===== src/rtl/mul_pkg.sv =====
package mul_pkg;

  // Result of one full-adder cell: carry toward the next column and the sum bit.
  typedef struct packed {
    logic cout;
    logic sum;
  } fa_t;

  function automatic fa_t full_add(input logic x, input logic y, input logic z);
    fa_t r;
    r.sum  = x ^ y ^ z;
    r.cout = (x & y) | (x & z) | (y & z);
    return r;
  endfunction

endpackage


===== src/rtl/mul_skew_line.sv =====
// Plain delay line used to skew operand bits into later diagonals and to
// deskew finished product bits toward the output. DEPTH must be at least 1.
module mul_skew_line #(
  parameter int W     = 1,
  parameter int DEPTH = 1
) (
  input  logic         clk,
  input  logic [W-1:0] d,
  output logic [W-1:0] q
);

  logic [W-1:0] pipe [DEPTH];

  always_ff @(posedge clk) begin
    pipe[0] <= d;
    for (int k = 1; k < DEPTH; k++) begin
      pipe[k] <= pipe[k-1];
    end
  end

  assign q = pipe[DEPTH-1];

endmodule


===== src/rtl/mul_row_stage.sv =====
// One row of the cell array: N AND/full-adder cells working in carry-save
// form, followed by the stage register. Depth is one full adder.
module mul_row_stage
  import mul_pkg::*;
#(
  parameter int N = 8
) (
  input  logic         clk,
  input  logic         rst,
  input  logic         v_in,
  input  logic         a_bit,
  input  logic [N-1:0] b_in,
  input  logic [N-2:0] sh_in,   // upper sum bits of the previous row, weight r+j
  input  logic [N-1:0] c_in,    // carries of the previous row, weight r+j
  output logic         v_out,
  output logic [N-2:0] sh_out,
  output logic [N-1:0] c_out,
  output logic         p_out    // finished product bit of weight r
);

  localparam int VW = N + 2;

  logic [N-1:0] pp;
  logic [N-1:0] sh_full;
  logic [N-1:0] s_nx;
  logic [N-1:0] c_nx;

  assign pp      = b_in & {N{a_bit}};
  assign sh_full = {1'b0, sh_in};

  generate
    for (genvar j = 0; j < N; j++) begin : g_cell
      fa_t r;
      assign r       = full_add(pp[j], sh_full[j], c_in[j]);
      assign s_nx[j] = r.sum;
      assign c_nx[j] = r.cout;
    end
  endgenerate

  always_ff @(posedge clk) begin
    if (rst) v_out <= 1'b0;
    else     v_out <= v_in;
  end

  always_ff @(posedge clk) begin
    sh_out <= s_nx[N-1:1];
    c_out  <= c_nx;
    p_out  <= s_nx[0];
  end

  // The row must conserve arithmetic value: outputs equal inputs plus a*b row.
  logic [VW-1:0] val_out;
  logic [VW-1:0] val_in;
  always_comb begin
    val_out = VW'(s_nx) + (VW'(c_nx) << 1);
    val_in  = VW'(sh_in) + VW'(c_in) + (a_bit ? VW'(b_in) : VW'(0));
    assert_row_sum_R1: assert (val_out == val_in)
      else $error("row stage lost value: %0d vs %0d", val_out, val_in);
  end

endmodule


===== src/rtl/mul_merge_stage.sv =====
// One bit position of the final carry-save resolver, registered.
module mul_merge_stage
  import mul_pkg::*;
(
  input  logic clk,
  input  logic rst,
  input  logic v_in,
  input  logic x_bit,
  input  logic y_bit,
  input  logic cy_in,
  output logic v_out,
  output logic sum_out,
  output logic cy_out
);

  fa_t r;
  assign r = full_add(x_bit, y_bit, cy_in);

  always_ff @(posedge clk) begin
    if (rst) v_out <= 1'b0;
    else     v_out <= v_in;
  end

  always_ff @(posedge clk) begin
    sum_out <= r.sum;
    cy_out  <= r.cout;
  end

endmodule


===== src/rtl/mul_diag_array.sv =====
// Unsigned N x N array multiplier with diagonal pipeline cuts.
// N rows of carry-save cells, then N single-bit resolver stages; every
// input-to-output path crosses exactly LATENCY = 2N registers. Needs N >= 2.
module mul_diag_array
  import mul_pkg::*;
#(
  parameter int N = 8
) (
  input  logic           clk,
  input  logic           rst,
  input  logic           in_valid,
  input  logic [N-1:0]   in_a,
  input  logic [N-1:0]   in_b,
  output logic           out_valid,
  output logic [2*N-1:0] out_prod
);

  localparam int LATENCY = 2 * N;
  localparam int SW      = N - 1;
  localparam int CW      = $clog2(LATENCY + 2);

  // ---------------- multiplier operand skew (shared chain) ----------------
  logic [N-1:0] b_q [N-1];
  always_ff @(posedge clk) begin
    b_q[0] <= in_b;
    for (int k = 1; k < N - 1; k++) begin
      b_q[k] <= b_q[k-1];
    end
  end

  // ---------------- carry-save rows ----------------
  logic [SW-1:0] sh_w [N+1];
  logic [N-1:0]  c_w  [N+1];
  logic          v_w  [N+1];
  logic          p_w  [N];

  assign sh_w[0] = '0;
  assign c_w[0]  = '0;
  assign v_w[0]  = in_valid;

  generate
    for (genvar r = 0; r < N; r++) begin : g_row
      logic         a_bit_r;
      logic [N-1:0] b_r;

      if (r == 0) begin : g_first
        assign a_bit_r = in_a[0];
        assign b_r     = in_b;
      end else begin : g_later
        mul_skew_line #(.W(1), .DEPTH(r)) u_askew (
          .clk (clk),
          .d   (in_a[r]),
          .q   (a_bit_r)
        );
        assign b_r = b_q[r-1];
      end

      mul_row_stage #(.N(N)) u_row (
        .clk    (clk),
        .rst    (rst),
        .v_in   (v_w[r]),
        .a_bit  (a_bit_r),
        .b_in   (b_r),
        .sh_in  (sh_w[r]),
        .c_in   (c_w[r]),
        .v_out  (v_w[r+1]),
        .sh_out (sh_w[r+1]),
        .c_out  (c_w[r+1]),
        .p_out  (p_w[r])
      );

      // low product bit r waits for the rest of the pipeline
      mul_skew_line #(.W(1), .DEPTH(LATENCY - 1 - r)) u_lo (
        .clk (clk),
        .d   (p_w[r]),
        .q   (out_prod[r])
      );
    end
  endgenerate

  // ---------------- carry-save resolver, one bit per stage ----------------
  logic m_v  [N+1];
  logic m_cy [N+1];
  logic m_s  [N];

  assign m_v[0]  = v_w[N];
  assign m_cy[0] = 1'b0;

  generate
    for (genvar k = 0; k < N; k++) begin : g_mrg
      logic x_k;
      logic y_k;

      if (k == 0) begin : g_direct
        assign x_k = sh_w[N][0];
        assign y_k = c_w[N][0];
      end else begin : g_skewed
        if (k < SW) begin : g_xs
          mul_skew_line #(.W(1), .DEPTH(k)) u_xs (
            .clk (clk),
            .d   (sh_w[N][k]),
            .q   (x_k)
          );
        end else begin : g_xz
          assign x_k = 1'b0;
        end
        mul_skew_line #(.W(1), .DEPTH(k)) u_ys (
          .clk (clk),
          .d   (c_w[N][k]),
          .q   (y_k)
        );
      end

      mul_merge_stage u_mrg (
        .clk     (clk),
        .rst     (rst),
        .v_in    (m_v[k]),
        .x_bit   (x_k),
        .y_bit   (y_k),
        .cy_in   (m_cy[k]),
        .v_out   (m_v[k+1]),
        .sum_out (m_s[k]),
        .cy_out  (m_cy[k+1])
      );

      if (k == N - 1) begin : g_hi_last
        assign out_prod[N+k] = m_s[k];
      end else begin : g_hi_skew
        mul_skew_line #(.W(1), .DEPTH(N - 1 - k)) u_hi (
          .clk (clk),
          .d   (m_s[k]),
          .q   (out_prod[N+k])
        );
      end
    end
  endgenerate

  assign out_valid = m_v[N];

  // ---------------- checks ----------------
  // Pairs accepted but not yet delivered.
  logic [CW-1:0] inflight;
  always_ff @(posedge clk) begin
    if (rst) inflight <= '0;
    else     inflight <= inflight + CW'(in_valid) - CW'(out_valid);
  end

  assert_final_carry_R1: assert property (@(posedge clk) disable iff (rst)
    out_valid |-> !m_cy[N]);

  assert_inflight_bound_R2: assert property (@(posedge clk) disable iff (rst)
    inflight <= CW'(LATENCY));

  assert_no_orphan_R5: assert property (@(posedge clk) disable iff (rst)
    out_valid |-> (inflight != '0));

  logic rst_seen = 1'b0;
  always_ff @(posedge clk) begin
    rst_seen <= rst;
    if (rst_seen) begin
      assert_reset_clear_R4: assert (!out_valid)
        else $error("out_valid high right after reset");
    end
  end

endmodule


===== config.mk =====
export PLATFORM = sky130hd
export DESIGN_NAME = mul_diag_array
export DESIGN_NICKNAME = d
export VERILOG_FILES = /design/src/rtl/mul_pkg.sv /design/src/rtl/mul_skew_line.sv /design/src/rtl/mul_row_stage.sv /design/src/rtl/mul_merge_stage.sv /design/src/rtl/mul_diag_array.sv
export SDC_FILE = /design/constraint.sdc
export NUM_CORES = 1
export LEC_CHECK = 0
export BUFFER_PORTS_ARGS = -buffer_cell sky130_fd_sc_hd__buf_2
export CELL_PAD_IN_SITES_DETAIL_PLACEMENT = 0
export CELL_PAD_IN_SITES_GLOBAL_PLACEMENT = 2
export CORE_MARGIN = 8
export CORE_UTILIZATION = 39
export CTS_BUF_LIST = sky130_fd_sc_hd__clkbuf_16
export DETAILED_ROUTE_END_ITERATION = 16
export GPL_ROUTABILITY_DRIVEN = 0
export HOLD_SLACK_MARGIN = 0.1
export PLACE_DENSITY_LB_ADDON = 0.1
export SLEW_MARGIN = 20
export SYNTH_ARGS = -nofsm -noshare
export SYNTH_HDL_FRONTEND = slang
export SYNTH_SLANG_ARGS = --single-unit

===== constraint.sdc =====
create_clock -name clk -period 1.1 [get_ports clk]
set_input_delay 0.165 -clock clk [delete_from_list [all_inputs] [get_ports clk]]
set_output_delay 0.165 -clock clk [all_outputs]
set_load 0.02 [all_outputs]

==> run summary, run 1 <==
initial antenna violation count -> 0
Mapped Nets -> 786
area of the core -> 25300 µm²
post-DR wirelength/cell -> 8.43 µm
Setup-failing EPs final -> 27
Die Height -> 177 µm
DR iter-0 viols -> 117
switching power -> 6920 µW
Seq. cell area -> 7850 µm²
I/O pin count -> 36
critical path type -> register to register
first drt pass iteration count -> 4
Total GRT Usage -> 0.0687
CP arrival -> 1.53 ns
layout cells sized above 1 -> 0.199
worst slew pin tran -> 0.437 ns
Final Util -> 0.484
total number of vias -> 4188
setup bufs post-CTS -> 0
share of total power in combinational logic -> 0.073
Final ANT Viol Nets -> 0
Critical Path RT -> 1.50 ns
area delta synth->final -> 21.4%
#FFs+latches synth -> 390
CTS buffer count -> 39
WL final -> 9700 µm
dpl hpwl -> 6060 µm
register share of total power -> 0.559
max-cap violations -> 0
largest net degree at the start of global routing -> 15
# DRC -> 0
fin. max-slew vios -> 0
initial core utilization -> 0.398
vias per std cell -> 3.64
final hold violations -> 0
Setup WS post-layout -> -0.0350 ns
vias in the first global route -> 4393
pwr dens -> 2680 nW/µm²
maximum VDD drop -> 1.76 mV
worst min path class -> input pin to register
Yosys Warn Count -> 0
slowest stage delay, CP -> 0.48 ns
DIE WIDTH -> 177 µm
Worst Path Max Fanout -> 8
Clk pwr share -> 0.368
H-tree depth reported by CTS -> 2
Design Power -> 32700 µW
Worst-Skew Late Latency -> 0.50 ns
number of fill cells -> 2237
Mapped Area -> 10100 µm²
Tmin final -> 1.13 ns
syn_area_per_cell -> 14.1 µm²
# diodes -> 0
internal power -> 25800 µW
input/output buffers -> 35
clock sink count -> 390
DIE AREA -> 31200 µm²
Multi-input gate area -> 1620 µm²
failing checks -> negative setup slack
crit-path cells -> nand2_2, fa_1, inv_1
leakage -> 0.00562 µW
Layout Nets -> 867
Synth cell types -> 11
Tcrit/Tclk final -> 1.03
switching share of power -> 0.212
max_slew headroom -> 0.708
Root Driver -> clkbuf_16
max frequency -> 881 MHz
Post-Route Setup TNS -> -0.402 ns
Clock Path Buffers -> 3
critical path capture point type -> register
total gr overflow -> 0
sequential fraction of the synthesis area -> 0.776
num rows -> 58
RSZ-0062 raised after global routing -> yes
CTS tree -> done
outcome -> complete, but fails checks
Cells after Synth -> 711
critical path launch point type -> register
clock skew -> 0.00763 ns
clock edge transition at the registers on the reported setup and hold paths -> 0.06 ns
CP max stage cell -> fa_1
first-pass GRT wire length -> 18100 µm
final cells by class:
| type | count | area share |
|---|---|---|
| well taps | 330 | 0.0338 |
| flip-flops and latches | 390 | 0.643 |
| repair buffers | 57 | 0.0410 |
| clock buffers | 41 | 0.0840 |
| multi-input cells | 136 | 0.133 |
| clock inverters | 28 | 0.0143 |
| inverters | 168 | 0.0516 |
cells in the mapped netlist:
master | count | area share
nor2b_2 | 7 | 0.0061
ha_1 | 8 | 0.010
dfxtp_1 | 390 | 0.78
inv_1 | 168 | 0.063
buf_4 | 16 | 0.012
nand2_1 | 42 | 0.016
and2_1 | 22 | 0.014
and2b_2 | 6 | 0.0052
fa_1 | 48 | 0.096
buf_6 | 1 | 0.0011
nor2b_1 | 3 | 0.0019
flip-flops by register name, indices dropped and copies added (netlist names):
signal / flops
g_row.g_later.u_askew.pipe: 28
g_row.u_lo.pipe: 92
g_mrg.g_skewed.u_ys.pipe: 21
g_row.u_row.p_out: 8
g_mrg.g_skewed.g_xs.u_xs.pipe: 21
g_row.u_row.v_out: 8
g_mrg.u_mrg.cy_out: 7
b_q: 56
g_row.u_row.sh_out: 56
g_mrg.g_hi_skew.u_hi.pipe: 28
g_mrg.u_mrg.sum_out: 8
g_row.u_row.c_out: 49
g_mrg.u_mrg.v_out: 8
cells by family after synthesis:
logic type,count (synthesis),synth area share
flip-flops,390,0.776
adder cells (fa/ha/maj),56,0.105
buffers and inverters,185,0.0758
AND/OR/NAND/NOR,80,0.0425
worst max-delay path: cells and delay by family, from the launching register on:
family,cells,cell delay [ns]
fa+ha+maj,1,0.48
simple gates,1,0.07
buf+inv,1,0.04
flops,1,0.44
per-stage QoR:
step / hold slack, ns / setup WS (ns) / cells / instance area, µm²
floorplan: 0.193 / 0.0135 / 711 / 10100
global placement: 0.267 / -0.126 / 1061 / 10500
detailed placement: 0.269 / -0.155 / 1061 / 10500
CTS: 0.268 / -0.0363 / 1150 / 12100
global route: 0.270 / -0.0803 / 1150 / 12200
finish: 0.297 / -0.0350 / 1150 / 12200
routing by layer:
metal | share of wire | GRT usage | vias up
met5 | 0 | 0 | -
met4 | 0.049 | 0.0424 | 0
met3 | 0.072 | 0.0284 | 42
met2 | 0.48 | 0.116 | 74
met1 | 0.40 | 0.0700 | 1906
li1 | - | - | 2166
cell usage in the layout, fill, tap and decap left out, types with 18 or more instances in the layout:
cell type	netlist	layout
buf_2	0	18
fa_1	48	48
clkbuf_16	0	41
inv_1	168	174
and2_1	22	22
dlygate4sd3_1	0	20
dfxtp_1	390	367
buf_6	1	18
dfxtp_2	0	18
nand2_2	0	31
final timing paths:
path,from,to,slack (ns),cells after the start
hold reg to reg,g_mrg[4].g_skewed.u_ys.pipe[1],g_mrg[4].g_skewed.u_ys.pipe[2],0.32,0
hold / removal,in_a[1],g_row[1].g_later.u_askew.pipe[0],0.30,2
setup reg to reg,g_row[6].g_later.u_askew.pipe[5],g_row[6].u_row.sh_out[2],-0.03,3
setup / recovery,g_row[6].g_later.u_askew.pipe[5],g_row[6].u_row.sh_out[2],-0.03,3
repair_timing:
| action | 4_1_cts | 5_1_grt |
|---|---|---|
| hold endpoints to repair | 33 | 1 |
| hold buffers | 20 | 1 |
| endpoints found under the setup margin | 65 | 60 |
| resized for setup | 77 | 27 |
| pin swaps | 25 | 31 |
power by group through the flow:
stage               clock network [µW]  logic (µW)  registers [µW]
floorplan                            0        1840           18300
global placement                     0        2040           18400
detailed placement                   0        2110           18500
CTS                              12600        2470           18300
global route                     13200        2880           18600
finish                           12000        2390           18300
(Power assumes the default switching activity.)
==> run 2: changes to the inputs <==
- ABC_AREA: unset -> 1
- CORE_ASPECT_RATIO: unset -> 0.8
- CORE_UTILIZATION: 39 -> 38
==> run 2 against run 1 <==
  * The run still ends with negative setup slack left
  * Routed wire length rose by 2.0%
  * Register-to-register slack barely moved
  * Cell area rose by 0.38%
  * Utilization fell by 1.7 points
  * Worst setup slack got worse by 0.00086 ns
  * Sequential share of layout area fell by 0.26 points
  * Cell count rose by 5.4%
  * Global-route usage fell by 0.25 points
  * Area after synthesis rose by 0.66%
  * First-iteration DRC count rose by 2.6%
==> run summary, run 2 <==
sequential fraction of the synthesis area -> 0.771 (-0.00508)
top cell type's share of synthesized area -> 0.771 (-0.00508)
largest net degree at the start of global routing -> 16 (+1)
Layout Nets -> 903 (+4.2%)
clock skew -> 0.00978 ns (+0.00215 ns)
DIE AREA -> 32200 µm² (+3.1%)
Final ANT Viol Nets -> 0 (unchanged)
clock edge transition at the registers on the reported setup and hold paths -> 0.06 ns (about the same)
slowest stage delay, CP -> 0.48 ns (about the same)
Multi-input gate area -> 1440 µm² (-11%)
critical path capture point type -> register
Critical path buffers and inverters -> 2 (+1)
total number of vias -> 4201 (+0.31%)
flop2flop setup slack -> -0.04 ns (about the same)
initial antenna violation count -> 0 (unchanged)
Mapped Nets -> 833 (+6.0%)
critical path launch point type -> register
Worst-Skew Late Latency -> 0.50 ns (about the same)
Final Util -> 0.467 (-0.0168)
final hold violations -> 0 (unchanged)
Top FF cell, synth -> dfxtp_1
Top Registers -> g_row.u_lo.pipe: 92 flops, b_q: 56 flops, g_row.u_row.sh_out: 56 flops
# DRC -> 0 (unchanged)
Critical Path RT -> 1.50 ns (about the same)
Total GRT Usage -> 0.0662 (-0.00253)
maximum VDD drop -> 1.15 mV (-35%)
initial core utilization -> 0.386 (-0.0127)
worst min path class -> input pin to register
crit-path cells -> buf_12, nand2_1, fa_1, inv_1
clock sink count -> 390 (unchanged)
vias per std cell -> 3.47 (-4.8%)
I/O pin count -> 36 (unchanged)
cell with the most instances after synthesis -> dfxtp_1
Tmin final -> 1.14 ns (+0.000862 ns)
vias in the first global route -> 4195 (-4.5%)
Most flops, register -> g_row.u_lo.pipe
worst r2r src -> g_row[3].g_later.u_askew.pipe[0][2]
max frequency -> 880 MHz (about the same)
critical path type -> register to register
Finished Layout Cells -> 1212 (+5.4%)
Die Height -> 162 µm (-8.3%)
Yosys Warn Count -> 0 (unchanged)
post-DR wirelength/cell -> 8.16 µm (-3.2%)
ranking of synthesized cells by area -> dfxtp_1 (77%), fa_1 (9.5%), inv_1 (7.6%)
dpl hpwl -> 6200 µm (+2.4%)
Setup-failing EPs final -> 29 (+7.4%)
fin. max-slew vios -> 0 (unchanged)
WL final -> 9890 µm (+2.0%)
Yosys top cell by area -> dfxtp_1
CP max stage cell -> fa_1
Setup crit start -> g_row[3].g_later.u_askew.pipe[0][2]
leakage -> 0.00576 µW (+2.5%)
H-tree depth reported by CTS -> 2 (unchanged)
Top Family by Delay on Critical Path -> adder cells
first-pass GRT wire length -> 17900 µm (-0.80%)
total gr overflow -> 0 (unchanged)
FF-to-FF End -> g_row[3].u_row.sh_out[5]
#FFs+latches synth -> 390 (unchanged)
placed insts -> 1126 (+6.1%)
number of fill cells -> 2427 (+8.5%)
layout cells sized above 1 -> 0.165 (-0.0339)
# diodes -> 0 (unchanged)
syn_area_per_cell -> 13.4 µm² (-5.6%)
first drt pass iteration count -> 4 (unchanged)
max reg flops -> 92 (unchanged)
outcome -> complete, but fails checks
Synth cell types -> 9 (-2)
Worst Path Max Fanout -> 8 (unchanged)
DIE WIDTH -> 198 µm (+12%)
Mapped Area -> 10100 µm² (+0.66%)
commonest non-fill, non-tap cell in the layout -> dfxtp_1
EDFF count, synth -> 0 (unchanged)
commonest cells in the synthesized netlist -> dfxtp_1 (390), inv_1 (206), nand2_1 (64)
DR iter-0 viols -> 120 (+2.6%)
CP arrival -> 1.53 ns (about the same)
worst slew pin tran -> 0.491 ns (+0.0546 ns)
Setup WS post-layout -> -0.0358 ns (-0.000862 ns)
num rows -> 53 (-8.6%)
Synth async-reset ratio -> 0 (unchanged)
input/output buffers -> 35 (unchanged)
Clock Path Buffers -> 3 (unchanged)
max-cap violations -> 0 (unchanged)
Seq. cell area -> 7850 µm² (about the same)
max_slew headroom -> 0.671 (-0.0365)
CP Depth -> 4 (+1)
Tcrit/Tclk final -> 1.03 (about the same)
pwr dens -> 2700 nW/µm² (+0.94%)
area delta synth->final -> 21.1%
crit path capture -> g_row[3].u_row.sh_out[5]
Cells after Synth -> 758 (+6.6%)
R2R cell count -> 4 (+1)
failing checks -> negative setup slack
CTS buffer count -> 38 (-2.6%)
CTS tree -> done
commonest non-fill, non-tap cells in the layout -> dfxtp_1 (367), inv_1 (211), fa_1 (48), clkbuf_16 (41), nand2_1 (34)
area of the core -> 26300 µm² (+4.0%)
RSZ-0062 raised after global routing -> yes
Root Driver -> clkbuf_16
[run 2: area by class of cell]
class,count,share of cell area
Clock buffer,41,0.0837
Clock inverter,26,0.0175
Inverter,206,0.0631
Multi-Input combinational cell,136,0.118
Sequential cell,390,0.640
Tap cell,357,0.0364
Timing Repair Buffer,56,0.0417
[run 2: worst register-to-register path: cells and delay by family, from the launching register on]
kind          cells  cell delay [ns]
fa+ha+maj         1             0.48
flops             1             0.34
buf+inv           2             0.16
simple gates      1             0.06
[run 2: routing by layer]
metal	track usage	wire, µm
met3	0.0273	710
met1	0.0769	4630
met4	0.0414	362
met5	0	0
met2	0.101	4190
[run 2: cells by family after synthesis]
| kind of cell | after synthesis | synth area share |
|---|---|---|
| fa+ha+maj | 56 | 0.105 |
| simple gates | 80 | 0.0297 |
| buf+inv | 232 | 0.0944 |
| flops | 390 | 0.771 |
[run 2: worst min path at each step]
stage	from	endpoint	slack, ns	depth (start not counted)
2_1_floorplan	in_b[0]	b_q[0][0]	0.19	0
3_3_place_gp	in_a[1]	g_row[1].g_later.u_askew.pipe[0]	0.27	1
3_5_place_dp	in_a[2]	g_row[2].g_later.u_askew.pipe[0][0]	0.27	1
4_1_cts	in_a[2]	g_row[2].g_later.u_askew.pipe[0][0]	0.27	2
5_1_grt	in_a[1]	g_row[1].g_later.u_askew.pipe[0]	0.28	2
6_report	in_a[7]	g_row[7].g_later.u_askew.pipe[0]	0.30	2
[run 2: per-stage QoR]
step | hold slack (ns) | instance area [µm²] | setup TNS, ns | setup slack [ns] | total power (µW)
2_1_floorplan | 0.193 | 10200 | -0.105 | -0.00438 | 20100
3_3_place_gp | 0.267 | 10600 | -5.07 | -0.175 | 20500
3_5_place_dp | 0.269 | 10600 | -6.85 | -0.210 | 20600
4_1_cts | 0.269 | 12200 | -1.53 | -0.0434 | 33800
5_1_grt | 0.278 | 12300 | -2.89 | -0.0781 | 35100
6_report | 0.300 | 12300 | -0.471 | -0.0358 | 33100
[run 2: report_power, final]
part	switching, µW	internal (µW)	leakage [µW]
clock	4850	7620	0.000629
sequential	788	17400	0.00327
combinational	1280	1130	0.00186
total	6920	26200	0.00576
[run 2: repair_timing]
item	CTS	global route
pin swaps	24	22
setup endpoints to repair	86	59
resized for setup	82	10
setup buffers	0	0
hold endpoints to repair	39	0
hold buffers	19	0
==> run 3: changes to the inputs <==
- CORE_UTILIZATION: 38 -> 42
- clock period: 1.1 -> 1.2 ns (I/O delays scaled with it)
==> run 3 against run 2 <==
  * Die area shrank 8.7%
  * Sequential power shrank 9%
  * Largest power group unchanged
  * Critical endpoint is now out_prod[2]
  * Routed wire length is essentially flat
  * The run now ends clean
  * Critical path type is now register to output port
==> run summary, run 3 (synthesis results as in run 2) <==
DIE WIDTH -> 190 µm (-4.5%)
H-tree depth reported by CTS -> 2 (unchanged)
maximum VDD drop -> 1.13 mV (-2.0%)
post-route design area -> 12000 µm² (-1.8%)
Top Registers -> g_row.u_lo.pipe: 92 flops, b_q: 56 flops, g_row.u_row.sh_out: 56 flops
CTS buffer count -> 37 (-2.6%)
Tcrit/Tclk final -> 0.957
Final ANT Viol Nets -> 0 (unchanged)
Setup WS post-layout -> 0.0520 ns (+0.0878 ns)
final hold violations -> 0 (unchanged)
DR iter-0 viols -> 102 (-15%)
initial core utilization -> 0.430 (+0.0449)
Final Util -> 0.512 (+0.0448)
post-DR wirelength/cell -> 8.48 µm (+4.0%)
commonest non-fill, non-tap cells in the layout -> dfxtp_1 (384), inv_1 (211), nand2_1 (64), fa_1 (48), clkbuf_16 (39)
CP max stage cell -> dfxtp_1
DIE AREA -> 29400 µm² (-8.7%)
max-cap violations -> 0 (unchanged)
Worst-Skew Late Latency -> 0.51 ns (about the same)
number of fill cells -> 2043 (-16%)
I/O pin count -> 36 (unchanged)
slowest stage delay, CP -> 0.31 ns (-0.17 ns)
layout cells sized above 1 -> 0.112 (-0.0526)
area of the core -> 23500 µm² (-10%)
Layout Nets -> 903 (unchanged)
met1 Use GR -> 0.0799 (+0.00298)
worst slew pin tran -> 0.305 ns (-0.187 ns)
placed insts -> 1082 (-3.9%)
Die Height -> 155 µm (-4.4%)
met2 usage -> 0.112 (+0.0117)
max_slew headroom -> 0.797 (+0.125)
Clock Path Buffers -> 3 (unchanged)
grt peak-use layer -> met2
Most flops, register -> g_row.u_lo.pipe
register share of total power -> 0.547 (-0.004)
CP arrival -> 0.97 ns (-0.56 ns)
# diodes -> 0 (unchanged)
internal power -> 24100 µW (-7.9%)
Finished Layout Cells -> 1167 (-3.7%)
clock edge transition at the registers on the reported setup and hold paths -> 0.06 ns (about the same)
critical path type -> register to output port
worst min path class -> register to register
CTS tree -> done
num rows -> 50 (-5.7%)
Critical path buffers and inverters -> 1 (-1)
max frequency -> 871 MHz
critical path capture point type -> output port
Placed Area -> 10500 µm² (-0.58%)
fin. max-slew vios -> 0 (unchanged)
commonest non-fill, non-tap cell in the layout -> dfxtp_1
first-pass GRT wire length -> 17800 µm (-0.93%)
vias per std cell -> 3.61 (+4.3%)
share of total power in combinational logic -> 0.064 (-0.009)
RSZ-0062 raised after global routing -> no
input/output buffers -> 35 (unchanged)
WL final -> 9900 µm (about the same)
crit-path cells -> buf_2
leakage -> 0.00574 µW (-0.48%)
clock sink count -> 390 (unchanged)
Tmin final -> 1.15 ns
switching power -> 6280 µW (-9.2%)
first drt pass iteration count -> 2 (-2)
Root Driver -> clkbuf_16
largest net degree at the start of global routing -> 17 (+1)
total number of vias -> 4218 (+0.40%)
max reg flops -> 92 (unchanged)
outcome -> complete, no violations
dpl hpwl -> 6250 µm (+0.82%)
initial antenna violation count -> 0 (unchanged)
pre-CTS WS -> -0.0886 ns (+0.122 ns)
# DRC -> 0 (unchanged)
setup bufs post-CTS -> 0 (unchanged)
clock skew -> 0.0195 ns (+0.00970 ns)
Total GRT Usage -> 0.0715 (+0.00535)
Worst Path Max Fanout -> 1 (-7)
critical path launch point type -> register
switching share of power -> 0.207 (-0.00226)
Design Power -> 30400 µW (-8.2%)
grt met3 use -> 0.0290 (+0.00175)
Top Family by Delay on Critical Path -> flip-flops
pwr dens -> 2530 nW/µm² (-6.5%)
Critical Path RT -> 1.02 ns (-0.48 ns)
total gr overflow -> 0 (unchanged)
area delta synth->final -> 18.9%
Setup-failing EPs final -> 0 (-100%)
Clk pwr share -> 0.389 (+0.012)
vias in the first global route -> 4197 (+0.048%)
run 3: cell count changes in the layout (fill, tap and decap cells not counted), sizes merged:
cell / change
bufinv: +3
clkinv: -3
inv: +1
clkbuf: -1
run 3: power groups by stage:
| stage | sequential [µW] | clock, µW | combinational [µW] |
|---|---|---|---|
| 2_1_floorplan | 16700 | 0 | 1720 |
| 3_3_place_gp | 16900 | 0 | 1880 |
| 3_5_place_dp | 16900 | 0 | 1960 |
| 4_1_cts | 16700 | 12300 | 2010 |
| 5_1_grt | 16900 | 12800 | 2390 |
| 6_report | 16600 | 11800 | 1950 |
run 3: worst paths after layout:
path	start	endpoint	slack (ns)	depth (start not counted)
setup / recovery	g_row[2].u_lo.pipe[1][4]	out_prod[2]	0.05	1
hold / removal	g_row[6].g_later.u_askew.pipe[4]	g_row[6].g_later.u_askew.pipe[5]	0.31	0
setup reg to reg	g_row[2].g_later.u_askew.pipe[0][1]	g_row[2].u_row.sh_out[5]	0.06	4
hold reg to reg	g_row[6].g_later.u_askew.pipe[4]	g_row[6].g_later.u_askew.pipe[5]	0.31	0
run 3: repair_timing:
action,in CTS,in global routing
hold buffers,19,0
endpoints found under the hold margin,39,0
setup endpoints to repair,29,26
resized for setup,5,9
run 3: layout make-up:
| class | instances | area (µm²) | area share |
|---|---|---|---|
| sequential | 390 | 7820 | 0.650 |
| multi-input combinational | 136 | 1360 | 0.113 |
| clock buffer | 39 | 976 | 0.0811 |
| inverter | 206 | 773 | 0.0643 |
| timing repair buffer | 57 | 414 | 0.0344 |
| tap | 312 | 390 | 0.0324 |
| clock inverter | 27 | 297 | 0.0246 |
run 3: per-layer routing:
metal  up-vias  part of all wire
li1       2231                 -
met1      1890              0.47
met2        68              0.43
met3        29             0.067
met4         0             0.038
met5         -                 0
run 3: through the flow:
step	setup TNS [ns]	hold WS [ns]
finish	0	0.310
global route	0	0.309
CTS	0	0.287
detailed placement	-1.77	0.284
global placement	-1.16	0.282
floorplan	0	0.208
